[config.mk]
export PLATFORM = sky130hd
export DESIGN_NAME = wilk_conv_ctrl
export DESIGN_NICKNAME = d
export VERILOG_FILES = /design/src/rtl/wilk_pkg.sv /design/src/rtl/wilk_evt.sv /design/src/rtl/wilk_count.sv /design/src/rtl/wilk_seq.sv /design/src/rtl/wilk_conv_ctrl.sv
export SDC_FILE = /design/constraint.sdc
export NUM_CORES = 1
export LEC_CHECK = 0
export BUFFER_PORTS_ARGS = -buffer_cell sky130_fd_sc_hd__buf_4
export CORE_MARGIN = 3
export CORE_UTILIZATION = 25
export CTS_BUF_LIST = sky130_fd_sc_hd__clkbuf_4
export CTS_CLUSTER_SIZE = 16
export DETAILED_ROUTE_END_ITERATION = 10
export GPL_TIMING_DRIVEN = 0
export PLACE_DENSITY_LB_ADDON = 0.3
export SKIP_LAST_GASP = 1
export SLEW_MARGIN = 30
export SYNTH_ARGS = -nofsm -noshare
export SYNTH_HDL_FRONTEND = slang
export SYNTH_SLANG_ARGS = --single-unit
[constraint.sdc]
create_clock -name clk -period 3.6 [get_ports clk]
set_clock_uncertainty 0.05 [all_clocks]
set_input_delay 0.9 -clock clk [delete_from_list [all_inputs] [get_ports clk]]
set_output_delay 0.9 -clock clk [all_outputs]
set_load 0.05 [all_outputs]
[src/rtl/wilk_pkg.sv]
package wilk_pkg;
   typedef enum logic [1:0] {
      ST_IDLE    = 2'd0,
      ST_CHARGE  = 2'd1,
      ST_RUNDOWN = 2'd2,
      ST_DONE    = 2'd3
   } wilk_state_t;
endpackage

[src/rtl/wilk_evt.sv]
module wilk_evt #(
   parameter bit EDGE_MODE = 1'b1
) (
   input  logic clk,
   input  logic rst_n,
   input  logic sig_i,
   output logic evt_o
);
   generate
      if (EDGE_MODE) begin : g_edge
         logic prev_q;
         always_ff @(posedge clk or negedge rst_n) begin
            if (!rst_n) prev_q <= 1'b0;
            else        prev_q <= sig_i;
         end
         assign evt_o = sig_i & ~prev_q;
      end else begin : g_level
         assign evt_o = sig_i;
      end
   endgenerate
endmodule

[src/rtl/wilk_count.sv]
module wilk_count #(
   parameter int CNT_W = 8
) (
   input  logic             clk,
   input  logic             rst_n,
   input  logic             clr_i,
   input  logic             run_i,
   input  logic             empty_i,
   output logic [CNT_W-1:0] count_o,
   output logic             at_max_o,
   output logic             ovf_o
);
   localparam logic [CNT_W-1:0] CNT_MAX = {CNT_W{1'b1}};

   logic [CNT_W-1:0] count_q;
   logic             ovf_q;

   assign at_max_o = (count_q == CNT_MAX);
   assign count_o  = count_q;
   assign ovf_o    = ovf_q;

   always_ff @(posedge clk or negedge rst_n) begin
      if (!rst_n) begin
         count_q <= '0;
         ovf_q   <= 1'b0;
      end else if (clr_i) begin
         count_q <= '0;
         ovf_q   <= 1'b0;
      end else if (run_i && !empty_i) begin
         if (at_max_o) ovf_q   <= 1'b1;
         else          count_q <= count_q + 1'b1;
      end
   end

   // each rundown edge with charge remaining advances the count by one
   p_count_step_r6: assert property (@(posedge clk) disable iff (!rst_n)
      (run_i && !empty_i && !at_max_o && !clr_i) |=> (count_q == $past(count_q) + 1'b1));

   // the overflow flag only ever appears with a full counter
   p_ovf_full_r8: assert property (@(posedge clk) disable iff (!rst_n)
      ovf_q |-> (count_q == CNT_MAX));
endmodule

[src/rtl/wilk_seq.sv]
module wilk_seq
   import wilk_pkg::*;
(
   input  logic clk,
   input  logic rst_n,
   input  logic start_evt_i,
   input  logic stop_evt_i,
   input  logic empty_i,
   input  logic at_max_i,
   input  logic ack_i,
   output logic clr_o,
   output logic charge_o,
   output logic run_o,
   output logic done_o
);
   wilk_state_t state_q, state_d;

   always_comb begin
      state_d = state_q;
      unique case (state_q)
         ST_IDLE:    if (start_evt_i)          state_d = ST_CHARGE;
         ST_CHARGE:  if (stop_evt_i)           state_d = ST_RUNDOWN;
         ST_RUNDOWN: if (empty_i || at_max_i)  state_d = ST_DONE;
         ST_DONE:    if (ack_i)                state_d = ST_IDLE;
         default:                              state_d = ST_IDLE;
      endcase
   end

   always_ff @(posedge clk or negedge rst_n) begin
      if (!rst_n) state_q <= ST_IDLE;
      else        state_q <= state_d;
   end

   assign clr_o    = (state_q == ST_CHARGE) && stop_evt_i;
   assign charge_o = (state_q == ST_CHARGE);
   assign run_o    = (state_q == ST_RUNDOWN);
   assign done_o   = (state_q == ST_DONE);

   // a start edge inside a conversion leaves the sequence where it is
   p_start_ignored_r4: assert property (@(posedge clk) disable iff (!rst_n)
      (done_o && !ack_i && start_evt_i) |=> done_o);
endmodule

[src/rtl/wilk_conv_ctrl.sv]
module wilk_conv_ctrl #(
   parameter int CNT_W     = 8,
   parameter bit EDGE_MODE = 1'b1
) (
   input  logic             clk,
   input  logic             rst_n,
   input  logic             start_i,
   input  logic             stop_i,
   input  logic             empty_i,
   input  logic             ack_i,
   output logic             charge_en_o,
   output logic             rundown_en_o,
   output logic [CNT_W-1:0] result_o,
   output logic             done_o,
   output logic             ovf_o
);
   generate
      if (CNT_W < 2 || CNT_W > 32) begin : g_bad_width
         $error("wilk_conv_ctrl: CNT_W must lie in 2..32");
      end
   endgenerate

   logic start_evt, stop_evt, clr, run, at_max, ovf_raw;

   wilk_evt #(.EDGE_MODE(EDGE_MODE)) u_start_evt (
      .clk(clk), .rst_n(rst_n), .sig_i(start_i), .evt_o(start_evt));
   wilk_evt #(.EDGE_MODE(EDGE_MODE)) u_stop_evt (
      .clk(clk), .rst_n(rst_n), .sig_i(stop_i), .evt_o(stop_evt));

   wilk_seq u_seq (
      .clk(clk), .rst_n(rst_n),
      .start_evt_i(start_evt), .stop_evt_i(stop_evt),
      .empty_i(empty_i), .at_max_i(at_max), .ack_i(ack_i),
      .clr_o(clr), .charge_o(charge_en_o), .run_o(run), .done_o(done_o));

   wilk_count #(.CNT_W(CNT_W)) u_count (
      .clk(clk), .rst_n(rst_n), .clr_i(clr), .run_i(run),
      .empty_i(empty_i), .count_o(result_o), .at_max_o(at_max),
      .ovf_o(ovf_raw));

   assign rundown_en_o = run;
   assign ovf_o        = ovf_raw & done_o;

   // the two current sources are never enabled together
   p_excl_en_r10: assert property (@(posedge clk) disable iff (!rst_n)
      !(charge_en_o && rundown_en_o));

   // stop during charge hands over to rundown with a cleared count
   p_rundown_clear_r5: assert property (@(posedge clk) disable iff (!rst_n)
      (charge_en_o && stop_evt) |=> (rundown_en_o && !charge_en_o && result_o == '0));

   // a result is held until acknowledged
   p_done_hold_r9: assert property (@(posedge clk) disable iff (!rst_n)
      (done_o && !ack_i) |=> (done_o && $stable(result_o)));

   // a stop seen while idle does not start anything
   p_idle_stop_r2: assert property (@(posedge clk) disable iff (!rst_n)
      (!charge_en_o && !rundown_en_o && !done_o && !start_evt) |=> !charge_en_o);
endmodule

Word level (Yosys, flattened, before mapping)
Index checks and enable logic that the tools add are counted.

cells by class
  add/sub/neg operators = 1
  $mul = 0
  divide/modulo/power cells = 0
  order comparisons = 0
  eq/ne operators = 9
  shift operators = 0
  multiplexer cells = 11
  bitwise gates (word level) = 5
  reduce and logical (&&, ||, !) cells = 10

operators with widths
  kind                                                                      count
  8-bit two-way mux                                                         3
  8-bit by 1-bit adder with 8-bit output (second input constant)            1
  8-bit equality test (second input constant)                               1
  2-bit two-way mux                                                         4
  2-bit inequality test (second input constant)                             4
  2-bit case mux with 4 select lines                                        1
  2-bit equality test (second input constant)                               2
  2-bit AND reduction                                                       2
  4-bit AND reduction                                                       1
  2-bit nonzero test                                                        2
  1-bit AND                                                                 3
  1-bit two-way mux                                                         3
  2-bit by 1-bit equality test with 1-bit output (second input constant)    1
  1-bit logical AND                                                         2
  2-bit logical NOT                                                         1
  2-bit by 1-bit inequality test with 1-bit output (second input constant)  1
  1-bit inverter                                                            2
  1-bit logical NOT                                                         1
  1-bit logical OR                                                          1

storage, ports and cells
  register bits = 13
  bits in latches = 0
  RAM bits = 0
  memory bits (read-only) = 0
  input bits = 6
  output and inout port bits = 12
  word-level logic and storage cells = 41
  memories kept = 0

Longest topological paths before layout
Gate-level depths: netlist (run 1).

  word-level depth = 5
  gate-level depth with buffers = 6
  depth with buffers taken out = 6

Hierarchy
A second synthesis (run 1) with hierarchy kept.

unflattened totals
  cell total of the unflattened synthesis = 69
  area, all modules = 777.0 um2

by module, submodules not included
  module          times used  cells an instance  area each (um2)  seq. area each (um2)
  wilk_count      1           46                 483.0            225.2
  wilk_seq        1           18                 210.2            50.0
  wilk_evt        2           2                  38.8             25.0
  wilk_conv_ctrl  1           1                  6.3              0.0

Worst setup path after synthesis (run 1)
Ideal clock, no wire load.

  path type = register to output
  start point = register u_seq.state_q[1]
  end point = output port ovf_o
  arrival time = 1.364 ns
  data required time = 2.650 ns
  path slack = 1.286 ns
  cell stages (with the launch flop) = 3
  buffers on the path = 0
  path through = dfrtp_1 > ha_1 > and2_1

between the ends
  cells in the longest elaborated chain, start to end = 2

ends and longest elaborated chain
  item                    RTL line              RTL
  from (decl)             wilk_seq.sv:16        wilk_state_t state_q, state_d;
  from (signal assigned)  wilk_seq.sv:31        else state_q <= state_d;
  2-bit equality test     wilk_seq.sv:37        assign done_o = (state_q == ST_DONE);
  named net done_o        wilk_conv_ctrl.sv:14  output logic done_o,
  1-bit AND               wilk_conv_ctrl.sv:42  assign ovf_o = ovf_raw & done_o;
  to (decl)               wilk_conv_ctrl.sv:15  output logic ovf_o

The timed path passes the listed nets, and every way through them passes these cells.

Worst setup path after layout (run 1)
  start point = register u_seq.state_q[0]
  end point = output port rundown_en_o

between the ends
  cells in the longest elaborated chain, start to end = 1

ends and longest elaborated chain
  item                 RTL line              RTL
  2-bit equality test  wilk_seq.sv:36        assign run_o = (state_q == ST_RUNDOWN);
  to (decl)            wilk_conv_ctrl.sv:12  output logic rundown_en_o,

No other way between the ends.

==> results of run 1 <==
-- worst min-delay path by stage --
stage                        startpoint            endpoint  slack, ns  cells past startpoint
final                             rst_n  u_count.count_o[3]       0.40                      1
after floorplan           u_count.ovf_o       u_count.ovf_o       0.41                      2
after global routing              rst_n  u_count.count_o[3]       0.39                      1
after global placement    u_count.ovf_o       u_count.ovf_o       0.46                      2
after detailed placement  u_count.ovf_o       u_count.ovf_o       0.48                      2
after CTS                         rst_n  u_count.count_o[7]       0.40                      1
-- logic make-up (layout without fill, tap and decap cells) --
kind of cell / after synthesis / in the layout / share of synthesized area [%]
buffers and inverters: 7 / 28 / 3.61
adders and majority gates: 6 / 6 / 9.85
DFF: 13 / 13 / 42.7
xor gates and xnor gates: 4 / 4 / 4.60
AOI/OAI and AO/OA: 11 / 11 / 12.1
muxes: 3 / 3 / 4.60
and+or+nand+nor: 26 / 26 / 22.5
-- registers in the layout, indices dropped and copies added (netlist names) --
name / count
u_start_evt.g_edge.prev_q: 1
u_count.count_o: 8
u_count.ovf_o: 1
u_seq.state_q: 2
u_stop_evt.g_edge.prev_q: 1
-- per-layer routing --
metal	wire, µm	vias to the layer above	share of wire, %	GRT usage (%)
met5	0	-	0	0
li1	-	290	-	-
met4	12	0	0.79	2.79
met2	658	18	43	15.1
met3	104	2	6.8	4.19
met1	747	261	49	12.3
-- area by class of cell --
class                   count  area share, %
plain buffers               1          0.522
clock buffers               4           3.13
well taps                  31           4.05
flip-flops and latches     13           33.9
repair buffers             17           13.3
inverters                   6           2.35
multi-input cells          50           42.7
-- layout by cell type (no fill, tap or decap) --
| cell type | netlist | layout |
|---|---|---|
| nor4b_2 | 1 | 1 |
| and3_2 | 1 | 1 |
| nand3_2 | 1 | 1 |
| nand2b_1 | 1 | 1 |
| o2111a_1 | 1 | 1 |
| buf_4 | 0 | 17 |
| and2_1 | 2 | 2 |
| o211ai_1 | 2 | 2 |
| xnor2_1 | 1 | 1 |
| inv_1 | 6 | 6 |
| clkbuf_4 | 0 | 4 |
| nor3_1 | 4 | 4 |
| mux2i_1 | 2 | 2 |
| a31oi_1 | 2 | 2 |
| o2111ai_2 | 1 | 1 |
| o21ai_1 | 2 | 2 |
| and3_1 | 1 | 1 |
| nor3b_2 | 1 | 1 |
| nand4_4 | 1 | 1 |
| o21bai_1 | 1 | 1 |
| nor2_1 | 9 | 9 |
| ha_1 | 6 | 6 |
| buf_2 | 1 | 1 |
| a21oi_1 | 1 | 1 |
| and2b_1 | 1 | 1 |
| nand4_1 | 3 | 3 |
| dfrtp_1 | 13 | 13 |
| o21ai_4 | 1 | 1 |
| mux2_4 | 1 | 1 |
| xor2_1 | 3 | 3 |
-- through the flow --
stage               hold slack [ns]  worst slack, ns  instances  area, µm²
floorplan                     0.408             1.29         70        762
global placement              0.464             1.54        118        928
detailed placement            0.483             1.54        118        928
CTS                           0.402             1.37        122        958
global route                  0.395             1.29        122        958
finish                        0.402             1.39        122        958
-- worst max-delay path, cell delays in order, from the launching register on --
cell     delay (ns)
dfrtp_1        0.41
inv_1          0.12
ha_1           0.24
buf_4          0.22
-- power groups by stage --
stage          clock network (mW)  registers (mW)  logic [mW]
3_5_place_dp                    0           0.221       0.367
4_1_cts                     0.104           0.219       0.370
5_1_grt                     0.111           0.227       0.399
3_3_place_gp                    0           0.219       0.363
6_report                   0.0981           0.219       0.364
2_1_floorplan                   0           0.274       0.220
==> results.toml, run 1 <==
[run_status]
status = "finished clean"

[global_routing]
gr-total-overflow = 0
grt_pass1_vias = 565
grt_first_pass_wirelength_mm = 2.61
antenna_found_initial = 0
track_usage_pct = 9.72
grt_max_degree = 14

[worst_setup_path]
cp-startpoint = "u_seq.state_q[0]"
endpoint = "rundown_en_o"
arrival_ns = 1.26
ff2ff_path_depth = 6
end_kind = "output pin"
crit_required_ns = 2.65
regToRegStartpoint = "u_seq.state_q[0]"
cp-start-kind = "flop"
path_max_fanout = 4
critical_path_class = "reg2out"
r2r-end = "u_seq.state_q[1]"
r2r_setup_slack_ns = 1.84

[timing]
finalSetupTns_ns = 0
hold_violations = 0
period_minus_slack_ns = 2.21
setup_violations = 0
grt_setup_unrepaired = "false"
drv_slew = 0
fin_crit_sh_pct = 61.5
tightest_slew_ns = 0.587
slew_headroom_pct = 60.7
fmax_mhz = 452

[clocking]
tritoncts = "built"
clk_latency_ns = 0.27
post_cts_buffers = 0
root_buffer = "clkbuf_4"
htree_levels = 1
clkTransAtPathRegs_ns = 0.08
ctsHoldBuffers = 0
clock_sinks = 13
cts-buffers-inserted = 3
clock_path_buffers = 2
cts_resized = 0

[detailed_routing]
drt-total-wl_mm = 1.52
postRouteAntennaNets = 0
wl_per_cell_um = 12.5
drcViolationCount = 0
dr_total_vias = 571
viasPerCell = 4.68
first_iter_violations = 5
dr.pass1.iters = 4

[pwr]
ir_drop_v = 0.000388
p_switching_uw = 320
power.total_uw = 681
leakage_nw = 0.471
internal_power_uw = 361
pwr-share-seq_pct = 32.1
power.share.clock_pct = 14.4
p_comb_share_pct = 53.5
powerDensity_nw_per_um2 = 710
switching_share_pct = 46.9

[finish]
utilization_pct = 33.9
layout-drive-gt1-share_pct = 33.0
antenna_cells = 0
multi_input_area_um2 = 409
register_area_um2 = 325
nets = 104
fill_cells = 289
syn_to_final_growth_pct = 25.8

[floorplanning]
num_rows = 19
die-area_um2 = 3750
ioPinCount = 18
die_w_um = 61.2
die_h_um = 61.2
start_util_pct = 26.9
coreArea_um2 = 2830

[synth]
synth_seq_cells = 13
ys_warn_count = 0
synth-edff-count = 0
synth_cell_types = 28
ys_top_cells_by_area = "dfrtp_1 43%, ha_1 9.9%, nor2_1 4.4%, xor2_1 3.4%, inv_1 3.0%"
synth_top_area_share_pct = 42.7
avgSynthCellArea_um2 = 10.9
yosys_most_used_dff = "dfrtp_1"
synthTopCellsByCount = "13 x dfrtp_1, 9 x nor2_1, 6 x ha_1, 6 x inv_1, 4 x nor3_1"
ys_async_sr_fraction_pct = 100
syn_nets = 82
synth_top_area_cell = "dfrtp_1"
netlist_area_um2 = 762
synth.most_common_cell = "dfrtp_1"
synth_seq_area_share_pct = 42.7
netlist_instances = 70

[placement]
gp_congestion = 0.739
dp_hpwl_mm = 1.17
portBuffers = 17

[hold_path]
min_path_type = "in2async"

[job]
drv_cap = 0
Note: power is estimated with default switching activity, not from simulation.
==> inputs of run 2 (changes only) <==
--- a/config.mk
+++ b/config.mk
@@ -5,6 +5,7 @@
 export SDC_FILE = /design/constraint.sdc
 export NUM_CORES = 1
 export LEC_CHECK = 0
+export ABC_AREA = 1
 export BUFFER_PORTS_ARGS = -buffer_cell sky130_fd_sc_hd__buf_4
 export CORE_MARGIN = 3
 export CORE_UTILIZATION = 25
==> constraint.sdc (replaced) <==
create_clock -name clk -period 2.3 [get_ports clk]
set_clock_uncertainty 0.05 [all_clocks]
set_input_delay 0.575 -clock clk [delete_from_list [all_inputs] [get_ports clk]]
set_output_delay 0.575 -clock clk [all_outputs]
set_load 0.05 [all_outputs]
==> run 2 against run 1 <==
  * Via count rose by 33%
  * Sequential power rose by 51%
  * Combinational power rose by 56%
==> results.toml, run 2 <==
[synth]
synth.most_common_cell = "nand2_1"
ys_warn_count = 0
netlist_area_um2 = 852
synth_seq_cells = 13
avgSynthCellArea_um2 = 7.75
synth_top_area_cell = "dfrtp_1"
synth-edff-count = 0
ys_top_cells_by_area = "dfrtp_1 38%, nand2_1 15%, ha_1 8.8%, nand3_1 8.2%, inv_1 5.7%"
synth_cell_types = 23
synth_top_area_share_pct = 38.2
netlist_instances = 110
ys_async_sr_fraction_pct = 100
synthTopCellsByCount = "34 x nand2_1, 14 x nand3_1, 13 x dfrtp_1, 13 x inv_1, 6 x ha_1"
synth_seq_area_share_pct = 38.2
yosys_most_used_dff = "dfrtp_1"
syn_nets = 122

[timing]
fmax_mhz = 529
slew_headroom_pct = 76.5
tightest_slew_ns = 0.352
setup_violations = 0
grt_setup_unrepaired = "false"
period_minus_slack_ns = 1.89
hold_violations = 0
drv_slew = 0
fin_crit_sh_pct = 82.2
finalSetupTns_ns = 0

[hold_path]
min_path_type = "in2async"

[global_routing]
track_usage_pct = 9.55
gr-total-overflow = 0
grt_max_degree = 14
antenna_found_initial = 0
grt_pass1_vias = 710
grt_first_pass_wirelength_mm = 3.07

[clocking]
root_buffer = "clkbuf_4"
clkTransAtPathRegs_ns = 0.09
clock_sinks = 13
ctsHoldBuffers = 0
clock_path_buffers = 2
post_cts_buffers = 0
cts-buffers-inserted = 3
tritoncts = "built"
htree_levels = 1
clk_latency_ns = 0.29
cts_resized = 0

[floorplanning]
die_w_um = 64.4
start_util_pct = 27.0
die-area_um2 = 4140
ioPinCount = 18
num_rows = 20
coreArea_um2 = 3150
die_h_um = 64.4

[detailed_routing]
drt-total-wl_mm = 1.73
viasPerCell = 4.33
postRouteAntennaNets = 0
dr.pass1.iters = 4
dr_total_vias = 758
wl_per_cell_um = 9.86
first_iter_violations = 27
drcViolationCount = 0

[finish]
fill_cells = 360
antenna_cells = 0
syn_to_final_growth_pct = 25.0
nets = 144
mostFrequentLayoutCell = "nand2_1"
register_area_um2 = 325
multi_input_area_um2 = 458
largest_reg_flops = 8
layout_common_cells = "34 x nand2_1, 17 x buf_4, 14 x nand3_1, 13 x inv_1, 13 x dfrtp_1"
layout-drive-gt1-share_pct = 28.2

[worst_setup_path]
regToRegStartpoint = "u_seq.state_q[0]"
ff2ff_path_depth = 8
path_max_fanout = 4
cp_slowest_stage_delay_ns = 0.43
cp-start-kind = "flop"
crit_required_ns = 1.67
critical_path_class = "reg2out"
end_kind = "output pin"
crit_chain = "inv_1, ha_1, buf_4"
r2r-end = "u_count.count_o[2]"
r2r_setup_slack_ns = 0.69
slowest_stage = "dfrtp_1"
arrival_ns = 1.27

[pwr]
powerDensity_nw_per_um2 = 997
leakage_nw = 0.572
pwr-share-seq_pct = 31.2
internal_power_uw = 538
power.total_mw = 1.06
switching_share_pct = 49.3
p_switching_uw = 523
ir_drop_v = 0.000463
p_comb_share_pct = 53.5
power.share.clock_pct = 15.4

[run_status]
status = "finished clean"

[placement]
portBuffers = 17
dp_hpwl_mm = 1.28
gp_congestion = 0.792

[job]
drv_cap = 0
-- run 2: logic make-up (layout without fill, tap and decap cells) --
| family | after synthesis | count (layout) | synth area share (%) |
|---|---|---|---|
| flip-flops | 13 | 13 | 38.2 |
| AND/OR/NAND/NOR | 64 | 64 | 36.6 |
| adder cells (fa/ha/maj) | 6 | 6 | 8.81 |
| XOR/XNOR | 3 | 3 | 3.08 |
| buffers and inverters | 18 | 39 | 8.08 |
| AO/OA/AOI/OAI | 6 | 6 | 5.29 |
-- run 2: worst max path at each step --
stage	startpoint	to	slack (ns)	cells past startpoint
detailed placement	u_seq.state_q[0]	u_count.count_o[7]	0.71	8
finish	u_seq.state_q[0]	rundown_en_o	0.41	3
global route	u_seq.state_q[0]	ovf_o	0.33	4
floorplan	u_seq.state_q[0]	ovf_o	0.39	3
CTS	u_seq.state_q[0]	ovf_o	0.38	4
global placement	u_seq.state_q[0]	u_count.count_o[7]	0.72	8
-- run 2: routing by layer --
metal,global-route usage [%],up-vias,part of all wire (%)
met3,4.39,2,8.0
li1,-,383,-
met4,2.90,0,0.52
met5,0,-,0
met1,11.7,346,48
met2,14.8,27,44
-- run 2: through the flow --
stage / util (%) / hold WS [ns] / cells / cell area [µm²] / setup slack (ns)
2_1_floorplan: - / 0.229 / 110 / 852 / 0.390
3_3_place_gp: 32.8 / 0.382 / 171 / 1030 / 0.724
3_5_place_dp: 32.8 / 0.385 / 171 / 1030 / 0.709
4_1_cts: 33.8 / 0.0609 / 175 / 1060 / 0.383
5_1_grt: 33.8 / 0.0559 / 175 / 1060 / 0.325
6_report: 33.8 / 0.0635 / 175 / 1060 / 0.410
-- run 2: final cells by class --
| class | count | area share [%] |
|---|---|---|
| multi-input cells | 79 | 43.0 |
| flip-flops and latches | 13 | 30.6 |
| repair buffers | 17 | 12.0 |
| inverters | 17 | 5.99 |
| well taps | 44 | 5.17 |
| clock buffers | 4 | 2.82 |
| plain buffers | 1 | 0.470 |
-- run 2: power by group through the flow --
stage | registers, mW | logic, mW | clock network, mW
after floorplan | 0.401 | 0.361 | 0
after global placement | 0.332 | 0.566 | 0
after detailed placement | 0.334 | 0.572 | 0
after CTS | 0.331 | 0.574 | 0.173
after global routing | 0.339 | 0.626 | 0.188
final | 0.331 | 0.567 | 0.163
-- run 2: worst max-delay path, delay by kind of cell, from the launching register on --
kind,cells,cell delay [ns]
flops,1,0.43
buf+inv,2,0.34
fa+ha+maj,1,0.21
==> inputs of run 3 (changes only) <==
==> constraint.sdc (replaced) <==
create_clock -name clk -period 1.95 [get_ports clk]
set_clock_uncertainty 0.05 [all_clocks]
set_input_delay 0.4875 -clock clk [delete_from_list [all_inputs] [get_ports clk]]
set_output_delay 0.4875 -clock clk [all_outputs]
set_load 0.05 [all_outputs]
==> run 3 against run 2 <==
  * Cell area rose by 0.94%
  * Wire length grew 1.1%
  * Combinational power increased by 18%
  * First-iteration DRC count up 7.4%
  * Hold slack improved by 0.21 ns
  * Die area did not move
  * Utilization increased by 0.32 points
  * Register-to-register slack worse by 0.35 ns
  * Sequential share of layout area decreased by 0.28 points
  * Worst setup slack got worse by 0.26 ns
  * Final cell count up 0.57%
  * Global-route usage increased by 0.073 points
  * Largest power group unchanged
==> results.toml, run 3 (synthesis gave the netlist of run 2 again) <==
[timing]
period_minus_slack_ns = 1.80
setup_violations = 0
holdWs_ns = 0.273
finalSetupTns_ns = 0
slew_headroom_pct = 76.6
setup_slack_ns = 0.147
drv_slew = 0
hold_violations = 0
tightest_slew_ns = 0.350
fin_crit_sh_pct = 92.5
fmax_mhz = 555
grt_setup_unrepaired = "false"

[hold_path]
hold_depth = 1
min_path_type = "in2reg"

[finish]
syn_to_final_growth_pct = 26.1
largest_reg_flops = 8
nets = 145
mostFrequentLayoutCell = "nand2_1"
fill_cells = 358
antenna_cells = 0
layout-drive-gt1-share_pct = 28.0
layout_common_cells = "34 x nand2_1, 17 x buf_4, 14 x nand3_1, 13 x inv_1, 13 x dfrtp_1"
finalInstanceArea_um2 = 1070
utilization_pct = 34.1

[detailed_routing]
drt-total-wl_mm = 1.75
dr.pass1.iters = 4
drcViolationCount = 0
wl_per_cell_um = 9.91
first_iter_violations = 29
viasPerCell = 4.34
dr_total_vias = 763
postRouteAntennaNets = 0

[placement]
post_dp_cell_area_um2 = 1030
dp_hpwl_mm = 1.28
gp_congestion = 0.792
portBuffers = 17
pre_cts_ws_ns = 0.359

[worst_setup_path]
endpoint = "rundown_en_o"
regToRegStartpoint = "u_seq.state_q[0]"
r2r_setup_slack_ns = 0.34
critical_path_class = "reg2out"
path_max_fanout = 4
arrival_ns = 1.27
cp-start-kind = "flop"
end_kind = "output pin"
crit_required_ns = 1.41
ff2ff_path_depth = 8
cp-startpoint = "u_seq.state_q[0]"
r2r-end = "u_count.count_o[2]"

[clocking]
ctsHoldBuffers = 1
cts-buffers-inserted = 3
cts_resized = 0
clock_path_buffers = 2
clock_sinks = 13
clk_latency_ns = 0.29
htree_levels = 1
root_buffer = "clkbuf_4"
tritoncts = "built"
clkTransAtPathRegs_ns = 0.09
post_cts_buffers = 0

[floorplanning]
die_w_um = 64.4
start_util_pct = 27.0
die_h_um = 64.4
coreArea_um2 = 3150
num_rows = 20
ioPinCount = 18
die-area_um2 = 4140

[job]
drv_cap = 0

[pwr]
ir_drop_v = 0.000547
powerDensity_nw_per_um2 = 1170
leakage_nw = 0.576

[global_routing]
gr-total-overflow = 0
antenna_found_initial = 0
grt_first_pass_wirelength_mm = 3.09
grt_pass1_vias = 714
track_usage_pct = 9.62
grt_max_degree = 14

[run_status]
status = "finished clean"
[run 3: changes by cell type in the layout (fill, tap and decap cells not counted)]
| cell | change |
|---|---|
| dlygate4sd3_1 | +1 |
[run 3: critical path, cell delays in order, from the launching register on]
cell	delay (ns)
dfrtp_1	0.43
inv_1	0.12
ha_1	0.21
buf_4	0.22
[run 3: cell type report]
class	count	area (µm²)	share of cell area, %
clock buffers	4	30.0	2.79
well taps	44	55.1	5.12
multi-input cells	79	458	42.6
inverters	17	63.8	5.94
repair buffers	18	138	12.8
plain buffers	1	5.00	0.466
flip-flops and latches	13	325	30.3
[run 3: where the power goes]
group          switching [mW]  leakage [nW]  internal [mW]
Combinational           0.452         0.387          0.219
Clock                  0.0994        0.0184         0.0933
Sequential             0.0667         0.171          0.324
Total                   0.618         0.576          0.636
[run 3: worst min path at each step]
stage | startpoint | endpoint | slack [ns]
after floorplan | rst_n | u_count.count_o[0] | 0.14
after global placement | rst_n | u_count.count_o[4] | 0.29
after detailed placement | rst_n | u_count.count_o[4] | 0.30
after CTS | start_i | u_start_evt.g_edge.prev_q | 0.26
after global routing | start_i | u_start_evt.g_edge.prev_q | 0.25
final | start_i | u_start_evt.g_edge.prev_q | 0.27
[run 3: per-stage QoR]
step	cells	power, mW
2_1_floorplan	110	0.899
3_3_place_gp	171	1.06
3_5_place_dp	171	1.07
4_1_cts	176	1.27
5_1_grt	176	1.36
6_report	176	1.25
[run 3: routing by layer]
| layer | routed length, µm | part of all wire, % | up-vias | track usage, % |
|---|---|---|---|---|
| li1 | - | - | 386 | - |
| met4 | 9 | 0.52 | 0 | 2.90 |
| met3 | 154 | 8.8 | 2 | 4.39 |
| met2 | 762 | 44 | 29 | 15.1 |
| met1 | 819 | 47 | 346 | 11.7 |
| met5 | 0 | 0 | - | 0 |
